`config.mk`:
```
export PLATFORM = sky130hd
export DESIGN_NAME = spi_cfg_slave
export DESIGN_NICKNAME = d
export VERILOG_FILES = /design/src/rtl/spi_cfg_pkg.sv /design/src/rtl/spi_cfg_sync.sv /design/src/rtl/spi_cfg_regs.sv /design/src/rtl/spi_cfg_frame.sv /design/src/rtl/spi_cfg_slave.sv
export SDC_FILE = /design/constraint.sdc
export NUM_CORES = 1
export LEC_CHECK = 0
export CELL_PAD_IN_SITES_DETAIL_PLACEMENT = 0
export CELL_PAD_IN_SITES_GLOBAL_PLACEMENT = 1
export CORE_UTILIZATION = 49
export DETAILED_ROUTE_END_ITERATION = 6
export PLACE_DENSITY_LB_ADDON = 0.1
export SYNTH_ARGS = -nofsm -noshare
export SYNTH_HDL_FRONTEND = slang
export SYNTH_SLANG_ARGS = --single-unit
```
`constraint.sdc`:
```
create_clock -name clk_i -period 8.1 [get_ports clk_i]
set_input_delay 1.215 -clock clk_i [delete_from_list [all_inputs] [get_ports clk_i]]
set_output_delay 1.215 -clock clk_i [all_outputs]
set_load 0.05 [all_outputs]
```
`src/rtl/spi_cfg_pkg.sv`:
```
package spi_cfg_pkg;
  localparam int INSTR_BITS = 16;
  localparam int BYTE_BITS  = 8;
  localparam int ADDR_BITS  = 13;

  typedef enum logic [1:0] {
    ST_IDLE  = 2'd0,
    ST_INSTR = 2'd1,
    ST_DATA  = 2'd2,
    ST_DONE  = 2'd3
  } frame_st_e;

  typedef enum logic [1:0] {
    LEN_ONE    = 2'b00,
    LEN_TWO    = 2'b01,
    LEN_THREE  = 2'b10,
    LEN_STREAM = 2'b11
  } len_code_e;

  typedef struct packed {
    logic                 rd;
    logic [1:0]           len;
    logic [ADDR_BITS-1:0] addr;
  } instr_t;
endpackage

```
`src/rtl/spi_cfg_sync.sv`:
```
module spi_cfg_sync #(
  parameter int             W       = 3,
  parameter int             STAGES  = 2,
  parameter logic [W-1:0]   RST_VAL = '0
) (
  input  logic         clk_i,
  input  logic         rst_ni,
  input  logic [W-1:0] din_i,
  output logic [W-1:0] dout_o
);
  for (genvar b = 0; b < W; b++) begin : g_bit
    logic [STAGES-1:0] chain_q;
    always_ff @(posedge clk_i or negedge rst_ni) begin
      if (!rst_ni) chain_q <= {STAGES{RST_VAL[b]}};
      else         chain_q <= {chain_q[STAGES-2:0], din_i[b]};
    end
    assign dout_o[b] = chain_q[STAGES-1];
  end
endmodule

```
`src/rtl/spi_cfg_regs.sv`:
```
module spi_cfg_regs #(
  parameter int DEPTH    = 16,
  parameter int ADDR_W   = 13,
  parameter int CFG_ADDR = 0,
  parameter int LSB_BIT  = 6
) (
  input  logic              clk_i,
  input  logic              rst_ni,
  input  logic              we_i,
  input  logic [ADDR_W-1:0] wr_addr_i,
  input  logic [7:0]        wr_data_i,
  input  logic [ADDR_W-1:0] rd_addr_i,
  output logic [7:0]        rd_data_o,
  output logic              lsb_first_o
);
  localparam int                IDX_W   = $clog2(DEPTH);
  localparam logic [ADDR_W-1:0] DEPTH_A = ADDR_W'(DEPTH);

  logic [DEPTH-1:0][7:0] mem_q;

  for (genvar g = 0; g < DEPTH; g++) begin : g_reg
    always_ff @(posedge clk_i or negedge rst_ni) begin
      if (!rst_ni)                                 mem_q[g] <= 8'h00;
      else if (we_i && wr_addr_i == ADDR_W'(g))    mem_q[g] <= wr_data_i;
    end
  end

  assign rd_data_o   = (rd_addr_i < DEPTH_A) ? mem_q[rd_addr_i[IDX_W-1:0]] : 8'h00;
  assign lsb_first_o = mem_q[CFG_ADDR][LSB_BIT];

  // order bit only moves on a write to the config register
  p_cfg_hold_r8: assert property (@(posedge clk_i) disable iff (!rst_ni)
    !(we_i && wr_addr_i == ADDR_W'(CFG_ADDR)) |=> $stable(lsb_first_o));
  // out-of-range writes leave the array untouched
  p_oob_write_r9: assert property (@(posedge clk_i) disable iff (!rst_ni)
    (we_i && wr_addr_i >= DEPTH_A) |=> $stable(mem_q));
endmodule

```
`src/rtl/spi_cfg_frame.sv`:
```
module spi_cfg_frame
  import spi_cfg_pkg::*;
(
  input  logic                 clk_i,
  input  logic                 rst_ni,
  input  logic                 sclk_i,
  input  logic                 csb_i,
  input  logic                 sdi_i,
  input  logic                 lsb_cfg_i,
  input  logic [7:0]           rd_data_i,
  output logic [ADDR_BITS-1:0] rd_addr_o,
  output logic                 we_o,
  output logic [ADDR_BITS-1:0] wr_addr_o,
  output logic [7:0]           wr_data_o,
  output logic                 sdo_o,
  output logic                 sdo_oe_o
);
  localparam logic [3:0] LAST_INSTR = 4'(INSTR_BITS - 1);
  localparam logic [3:0] LAST_DATA  = 4'(BYTE_BITS - 1);

  frame_st_e             st_q;
  logic                  sclk_d, csb_d;
  logic [3:0]            bit_cnt_q;
  logic [INSTR_BITS-1:0] instr_q, instr_nxt;
  logic [7:0]            rx_q, rx_nxt;
  logic [ADDR_BITS-1:0]  addr_q, addr_step;
  logic [1:0]            left_q;
  logic                  rd_q, stream_q, lsb_q, sdo_q, oe_q;
  logic                  rx_edge, tx_edge, csb_rise, lsb_now, byte_done;
  logic [2:0]            tx_sel;
  instr_t                dec;

  assign rx_edge  = sclk_i & ~sclk_d & ~csb_i;
  assign tx_edge  = ~sclk_i & sclk_d & ~csb_i;
  assign csb_rise = csb_i & ~csb_d;

  // order is fixed for the whole frame once its first bit arrives
  assign lsb_now   = (st_q == ST_IDLE) ? lsb_cfg_i : lsb_q;
  assign instr_nxt = lsb_now ? {sdi_i, instr_q[INSTR_BITS-1:1]}
                             : {instr_q[INSTR_BITS-2:0], sdi_i};
  assign rx_nxt    = lsb_q ? {sdi_i, rx_q[7:1]} : {rx_q[6:0], sdi_i};
  assign dec       = instr_t'(instr_nxt);
  assign addr_step = lsb_q ? addr_q + 1'b1 : addr_q - 1'b1;
  assign byte_done = rx_edge && (st_q == ST_DATA) && (bit_cnt_q == LAST_DATA);
  assign tx_sel    = lsb_q ? bit_cnt_q[2:0] : ~bit_cnt_q[2:0];

  always_ff @(posedge clk_i or negedge rst_ni) begin
    if (!rst_ni) begin
      st_q      <= ST_IDLE;
      sclk_d    <= 1'b0;
      csb_d     <= 1'b1;
      bit_cnt_q <= '0;
      instr_q   <= '0;
      rx_q      <= '0;
      addr_q    <= '0;
      left_q    <= '0;
      rd_q      <= 1'b0;
      stream_q  <= 1'b0;
      lsb_q     <= 1'b0;
      sdo_q     <= 1'b0;
      oe_q      <= 1'b0;
    end else begin
      sclk_d <= sclk_i;
      csb_d  <= csb_i;
      case (st_q)
        ST_IDLE: begin
          if (rx_edge) begin
            instr_q   <= instr_nxt;
            lsb_q     <= lsb_cfg_i;
            bit_cnt_q <= 4'd1;
            st_q      <= ST_INSTR;
          end
        end
        ST_INSTR: begin
          if (rx_edge) begin
            instr_q <= instr_nxt;
            if (bit_cnt_q == LAST_INSTR) begin
              addr_q    <= dec.addr;
              rd_q      <= dec.rd;
              left_q    <= dec.len;
              stream_q  <= (dec.len == LEN_STREAM);
              bit_cnt_q <= '0;
              st_q      <= ST_DATA;
            end else begin
              bit_cnt_q <= bit_cnt_q + 4'd1;
            end
          end
        end
        ST_DATA: begin
          if (rx_edge) begin
            rx_q <= rx_nxt;
            if (bit_cnt_q == LAST_DATA) begin
              bit_cnt_q <= '0;
              addr_q    <= addr_step;
              if (!stream_q) begin
                if (left_q == 2'd0) begin
                  st_q <= ST_DONE;
                  oe_q <= 1'b0;
                end else begin
                  left_q <= left_q - 2'd1;
                end
              end
            end else begin
              bit_cnt_q <= bit_cnt_q + 4'd1;
            end
          end else if (tx_edge && rd_q) begin
            sdo_q <= rd_data_i[tx_sel];
            oe_q  <= 1'b1;
          end else if (csb_rise && stream_q) begin
            // partial byte in rx_q is dropped
            st_q      <= ST_IDLE;
            oe_q      <= 1'b0;
            bit_cnt_q <= '0;
          end
        end
        ST_DONE: if (csb_i) st_q <= ST_IDLE;
        default: st_q <= ST_IDLE;
      endcase
    end
  end

  assign rd_addr_o = addr_q;
  assign we_o      = byte_done & ~rd_q;
  assign wr_addr_o = addr_q;
  assign wr_data_o = rx_nxt;
  assign sdo_o     = sdo_q;
  assign sdo_oe_o  = oe_q & ~csb_i;

  p_oe_read_only_r10: assert property (@(posedge clk_i) disable iff (!rst_ni)
    oe_q |-> rd_q);
  p_oe_data_phase_r5: assert property (@(posedge clk_i) disable iff (!rst_ni)
    (st_q != ST_DATA) |-> !oe_q);
  p_addr_dec_r4: assert property (@(posedge clk_i) disable iff (!rst_ni)
    (byte_done && !lsb_q) |=> addr_q == ADDR_BITS'($past(addr_q) - 1'b1));
  p_addr_inc_r8: assert property (@(posedge clk_i) disable iff (!rst_ni)
    (byte_done && lsb_q) |=> addr_q == ADDR_BITS'($past(addr_q) + 1'b1));
  p_count_end_r3: assert property (@(posedge clk_i) disable iff (!rst_ni)
    (byte_done && !stream_q && left_q == 2'd0) |=> st_q == ST_DONE);
  p_stream_end_r6: assert property (@(posedge clk_i) disable iff (!rst_ni)
    (csb_rise && st_q == ST_DATA && stream_q) |=> st_q == ST_IDLE);
  p_pause_keeps_r7: assert property (@(posedge clk_i) disable iff (!rst_ni)
    (csb_rise && st_q == ST_DATA && !stream_q) |=> st_q == ST_DATA);
endmodule

```
`src/rtl/spi_cfg_slave.sv`:
```
module spi_cfg_slave
  import spi_cfg_pkg::*;
#(
  parameter int REG_DEPTH   = 16,
  parameter int SYNC_STAGES = 2,
  parameter int CFG_ADDR    = 0,
  parameter int LSB_BIT     = 6
) (
  input  logic clk_i,
  input  logic rst_ni,
  input  logic sclk_i,
  input  logic csb_ni,
  input  logic sdio_i,
  output logic sdio_o,
  output logic sdio_oe_o
);
  logic [2:0]           pins_s;
  logic                 we, lsb_first;
  logic [ADDR_BITS-1:0] wr_addr, rd_addr;
  logic [7:0]           wr_data, rd_data;

  spi_cfg_sync #(
    .W(3), .STAGES(SYNC_STAGES), .RST_VAL(3'b100)
  ) u_sync (
    .clk_i (clk_i),
    .rst_ni(rst_ni),
    .din_i ({csb_ni, sclk_i, sdio_i}),
    .dout_o(pins_s)
  );

  spi_cfg_frame u_frame (
    .clk_i    (clk_i),
    .rst_ni   (rst_ni),
    .sclk_i   (pins_s[1]),
    .csb_i    (pins_s[2]),
    .sdi_i    (pins_s[0]),
    .lsb_cfg_i(lsb_first),
    .rd_data_i(rd_data),
    .rd_addr_o(rd_addr),
    .we_o     (we),
    .wr_addr_o(wr_addr),
    .wr_data_o(wr_data),
    .sdo_o    (sdio_o),
    .sdo_oe_o (sdio_oe_o)
  );

  spi_cfg_regs #(
    .DEPTH(REG_DEPTH), .ADDR_W(ADDR_BITS), .CFG_ADDR(CFG_ADDR), .LSB_BIT(LSB_BIT)
  ) u_regs (
    .clk_i      (clk_i),
    .rst_ni     (rst_ni),
    .we_i       (we),
    .wr_addr_i  (wr_addr),
    .wr_data_i  (wr_data),
    .rd_addr_i  (rd_addr),
    .rd_data_o  (rd_data),
    .lsb_first_o(lsb_first)
  );
endmodule

```
# ---- Yosys cells after proc, flatten, opt, wreduce, memory -nomap -nowiden
# Cells that the tools add are included.
dict set report classes {
  n_bitwise 14
  add_sub_neg 4
  muxes 47
  n_eq_ne 37
  n_reduce_logical 37
  magnitude_cmp 3
}
# op count
set op_table {}
lappend op_table {{13-bit by 4-bit == test with 1-bit output, second input constant} 8}
lappend op_table {{13-bit two-way mux} 5}
lappend op_table {{13-bit by 3-bit == test with 1-bit output, second input constant} 4}
lappend op_table {{8-bit binary-select mux with 4-bit select} 1}
lappend op_table {{2-bit two-way mux} 16}
lappend op_table {{4-bit two-way mux} 7}
lappend op_table {{13-bit by 2-bit == test with 1-bit output, second input constant} 2}
lappend op_table {{13-bit one-hot mux with 2 select lines} 1}
lappend op_table {{8-bit two-way mux} 3}
lappend op_table {{1-bit logical AND} 20}
lappend op_table {{16-bit two-way mux} 1}
lappend op_table {{5-bit AND reduction} 3}
lappend op_table {{2-bit inequality test, second input constant} 7}
lappend op_table {{13-bit by 1-bit adder with 13-bit output, second input constant} 1}
lappend op_table {{13-bit by 1-bit == test with 1-bit output, second input constant} 1}
lappend op_table {{13-bit logical NOT} 1}
lappend op_table {{13-bit by 5-bit less-than comparator with 1-bit output, second input constant} 1}
lappend op_table {{13-bit by 1-bit subtractor with 13-bit output, second input constant} 1}
lappend op_table {{4-bit one-hot mux with 3 select lines} 1}
lappend op_table {{3-bit inequality test, second input constant} 3}
lappend op_table {{9-bit AND reduction} 1}
lappend op_table {{1-bit two-way mux} 8}
lappend op_table {{2-bit by 1-bit inequality test with 1-bit output, second input constant} 4}
lappend op_table {{2-bit one-hot mux with 4 select lines} 1}
lappend op_table {{22 further kinds} 41}
dict set report word_totals {
  inputBits 5
  ff_bits 186
}

# ---- Logic depth before layout (Yosys ltp)
dict set report logic_depth {
  ltp_word 7
  depth_mapped 12
  depth_no_buf 9
}

# ---- Cells and area by module
# Synthesis repeated with hierarchy kept, for this count alone.
dict set report hier_totals {
  cells_unflattened 760
  area_unflattened_um2 9477.8
}
# module instances cells_per_inst area_per_inst_um2
set by_module_without_submodules {}
lappend by_module_without_submodules {spi_cfg_regs 1 368 5879.4}
lappend by_module_without_submodules {spi_cfg_frame 1 383 3423.3}
lappend by_module_without_submodules {spi_cfg_sync 1 9 175.2}

# ---- Worst setup path after synthesis
# Ideal clock, no wire load.
dict set report synth_path {
  path_kind {register -> register}
  start {reg u_frame.st_q[0]}
  end {reg u_regs.mem_q[109] (netlist bit)}
  setup_time_ps 140
  arrival_time_ps 2488
  required_ps 7960
  path_buffers 3
  slack_ps 5472
  stages_incl_launch_ff 13
  synth_period_minus_slack_ps 2628
  path_cell_list {dfrtp_1 inv_1 ha_1 buf_4 inv_1 nor4b_1 nand2_1 nor2_1 buf_4 nand4_4 buf_2 nand2_1 o21ai_0}
}
dict set report synth_between {
  elab_chain_len 5
}
# element line
set synth_rtl {}
lappend synth_rtl {{start: declaration} spi_cfg_frame.sv:21} ;# frame_st_e st_q;
lappend synth_rtl {{start signal: assignment} spi_cfg_frame.sv:49} ;# st_q <= ST_IDLE;
lappend synth_rtl {{start signal: assignment} spi_cfg_frame.sv:71} ;# st_q <= ST_INSTR;
lappend synth_rtl {{start signal: assignment} spi_cfg_frame.sv:83} ;# st_q <= ST_DATA;
lappend synth_rtl {{2-bit == test} spi_cfg_frame.sv:44} ;# assign byte_done = rx_edge && (st_q == ST_DATA) && (bit_cnt_q == LAST_DATA);
lappend synth_rtl {{1-bit logical AND (2 in a row)} spi_cfg_frame.sv:44}
lappend synth_rtl {{1-bit AND} spi_cfg_frame.sv:123} ;# assign we_o = byte_done & ~rd_q;
lappend synth_rtl {{1-bit logical AND} spi_cfg_regs.sv:24} ;# else if (we_i && wr_addr_i == ADDR_W'(g)) mem_q[g] <= wr_data_i;
lappend synth_rtl {{end signal: indexed assignment} spi_cfg_regs.sv:24}
lappend synth_rtl {{end: declaration} spi_cfg_regs.sv:19} ;# logic [DEPTH-1:0][7:0] mem_q;
# No other way between the ends.
# A chain may end at the register's enable or synchronous reset.

# ---- Worst setup path after layout
dict set report layout_path {
  start {reg u_frame.st_q[0]}
  end {reg u_regs.mem_q[57] (netlist bit)}
}
# The elaborated chain is that of the path after synthesis.

==> results.cfg <==
[clocking]
ctsResizeCount = 0
ctsLongestPathBuffers = 2
clkTransAtPathRegs_ps = 70
insertion_delay_ps = 430
cts-htree-levels = 4
numCtsBuffers = 17
cts_tree = built
cts_root_buf = clkbuf_16
cts_hold_buf = 0
post-cts-setup-buffers = 0
cts_sinks = 186

[synth]
synthesis.instances = 866
yosysMostFrequentCell = dfrtp_1
yosys-top-cells-area = dfrtp_1 51%, o21ai_0 8.3%, nand2_1 6.4%
avgSynthCellArea_um2 = 10.43
synthFlopType = dfrtp_1
ys_warn_count = 0
yosys.area_share.xor_xnor_pct = 0.3879
synth_edf_count = 0
synthMuxAreaShare_pct = 12.98
yosysSeqAreaShare_pct = 51.57
synth_area_um2 = 9032
synthTopCellsByCount = 183 x dfrtp_1, 155 x nand2_1, 149 x o21ai_0
yosys.cell_types.count = 61
synth-simple-area-share_pct = 14.91
ys_seq_elements = 186
synthArstFlopShare_pct = 100.0
syn_nets = 883
synth_top_family_by_area = compound AO/OA/AOI/OAI gates
synthAdderAreaFrac_pct = 1.662
synth_compound_area_share_pct = 15.03
synth_top_cell_area_share_pct = 50.70
yosys.area.top_type = dfrtp_1

[pwr]
power_mw = 3.033
p_leak_nw = 4.323
p_per_area_nw_per_um2 = 307.6
ir_worst_vdd_v = 0.0002377

[setup_path]
critPathRequiredTime_ps = 8360
cp-start-kind = flop
crit_type = reg2reg
critPathArrivalTime_ps = 4100
cp-end-kind = flop
path_max_fanout = 22

[sta]
setup_viol = 0
holdWs_ps = 350.3
rsz0062_at_grt = false
maxSlewViolCount = 0
slew_headroom_pct = 25.77
skew_ps = 11.61
final.setup.tns_ps = 0
max_freq_ghz = 0.2603
finalCritPeriodShare_pct = 47.43
layout_min_cycle_time_ps = 3842
tightestPinTransition_ps = 1092
hold_viol_final = 0

[route]
drt_pass1_iterations = 5
drt_iter0_markers = 388
vias_per_cell = 5.953
antenna_left = 0
wl_per_cell_um = 19.68
routed_wl_um = 21470
drc = 0
vias = 6495

[placement]
place_hpwl_um = 14370
gp_congestion = 0.9053
port_buffers = 6

[finish]
drive_gt1_share_pct = 13.81
syn_to_final_growth_pct = 9.184
n_fill_cell = 1584
fin_nets = 866
diodes = 0

[grt]
grt_max_degree = 116
overflow = 0
antenna_found_initial = 0
grt_usage_pct = 24.72
grt_pass1_wl_um = 34580
grt_pass1_vias = 6311

[floorplan]
initial_utilization_pct = 50.11
fp.dieW_um = 137.8
coreArea_um2 = 18020
die-area_um2 = 18980
io_pins = 7
placementRows = 49
die_y_um = 137.8

[min_path]
hold_path.class = reg2reg

[flow_run]
drv_cap = 0

[outcome]
status = completed
placed cells by master, fill, tap and decap left out, drive strengths merged, types with 7 or more instances in the layout:
| master | count |
|---|---|
| mux2i | 35 |
| o21ai | 151 |
| a22oi | 7 |
| mux4 | 25 |
| clkbuf | 23 |
| buf | 13 |
| dfrtp | 183 |
| mux2 | 23 |
| inv | 19 |
| nand4 | 18 |
| a21oi | 35 |
| nand3 | 21 |
| ha | 12 |
| o22ai | 10 |
| nor2 | 38 |
| nand2 | 155 |
critical path, stage by stage (launching register included):
cell     delay (ps)
dfrtp_1         430
inv_1           140
ha_1            670
inv_1           270
nor4b_2         330
buf_4           270
nand2_1          90
nor2_2          100
buf_4           340
nand4_1         650
nand2_1         260
o21ai_0         120
final timing paths:
kind | endpoint | cells past startpoint | slack (ps) | from
setup / recovery | u_regs.mem_q[57] | 11 | 4260 | u_frame.st_q[0]
hold / removal | u_sync.g_bit[1].chain_q[1] | 0 | 350 | u_sync.g_bit[1].chain_q[0]
setup reg to reg | u_regs.mem_q[57] | 11 | 4260 | u_frame.st_q[0]
hold reg to reg | u_sync.g_bit[1].chain_q[1] | 0 | 350 | u_sync.g_bit[1].chain_q[0]
max in group asynchronous | u_regs.mem_q[98] | 2 | 5740 | rst_ni
min in group asynchronous | u_regs.mem_q[11] | 1 | 890 | rst_ni
state kept, by name, summed over array words and instances (netlist names), 2 cells and up:
register and cells:
u_frame.bit_cnt_q 4, u_frame.instr_q 16, u_frame.left_q 2, u_frame.rd_addr_o 13, u_frame.rx_q 8, u_frame.st_q 2
u_regs.mem_q 127, u_sync.g_bit.chain_q 6
final cells by class:
type,count,area [um^2],area share (%)
flip-flops and latches,186,4659,47.25
multi-input cells,608,4093,41.50
clock buffers,22,454.2,4.605
well taps,229,286.5,2.905
repair buffers,19,161.4,1.637
clock inverters,10,143.9,1.459
inverters,17,63.81,0.6470
metrics by stage:
step / util (%) / setup slack, ps / std cells / instance area, um^2
final: 54.71 / 4258 / 1091 / 9862
after detailed placement: 51.40 / 4282 / 1059 / 9264
after floorplan: - / 5472 / 866 / 9032
after global routing: 54.71 / 4003 / 1091 / 9862
after CTS: 54.71 / 4254 / 1091 / 9862
after global placement: 51.40 / 4420 / 1059 / 9264
per-layer routing:
metal,global-route usage [%],share of wire [%]
met3,5.040,4.0
met2,38.02,47
met1,34.68,47
met4,8.998,2.3
met5,0,0
logic make-up (layout without fill, tap and decap cells):
group | count (synthesis) | count (layout)
compound gates | 242 | 242
xor+xnor | 4 | 4
fa+ha+maj | 12 | 12
buf+inv | 72 | 68
flops | 186 | 186
mux | 83 | 83
simple gates | 267 | 267
where the power goes:
part / switching [mW] / internal, mW
clock network: 0.356 / 0.496
logic: 0.641 / 0.349
registers: 0.152 / 1.04
total: 1.15 / 1.88
Note: power is estimated with default switching activity, not from simulation.
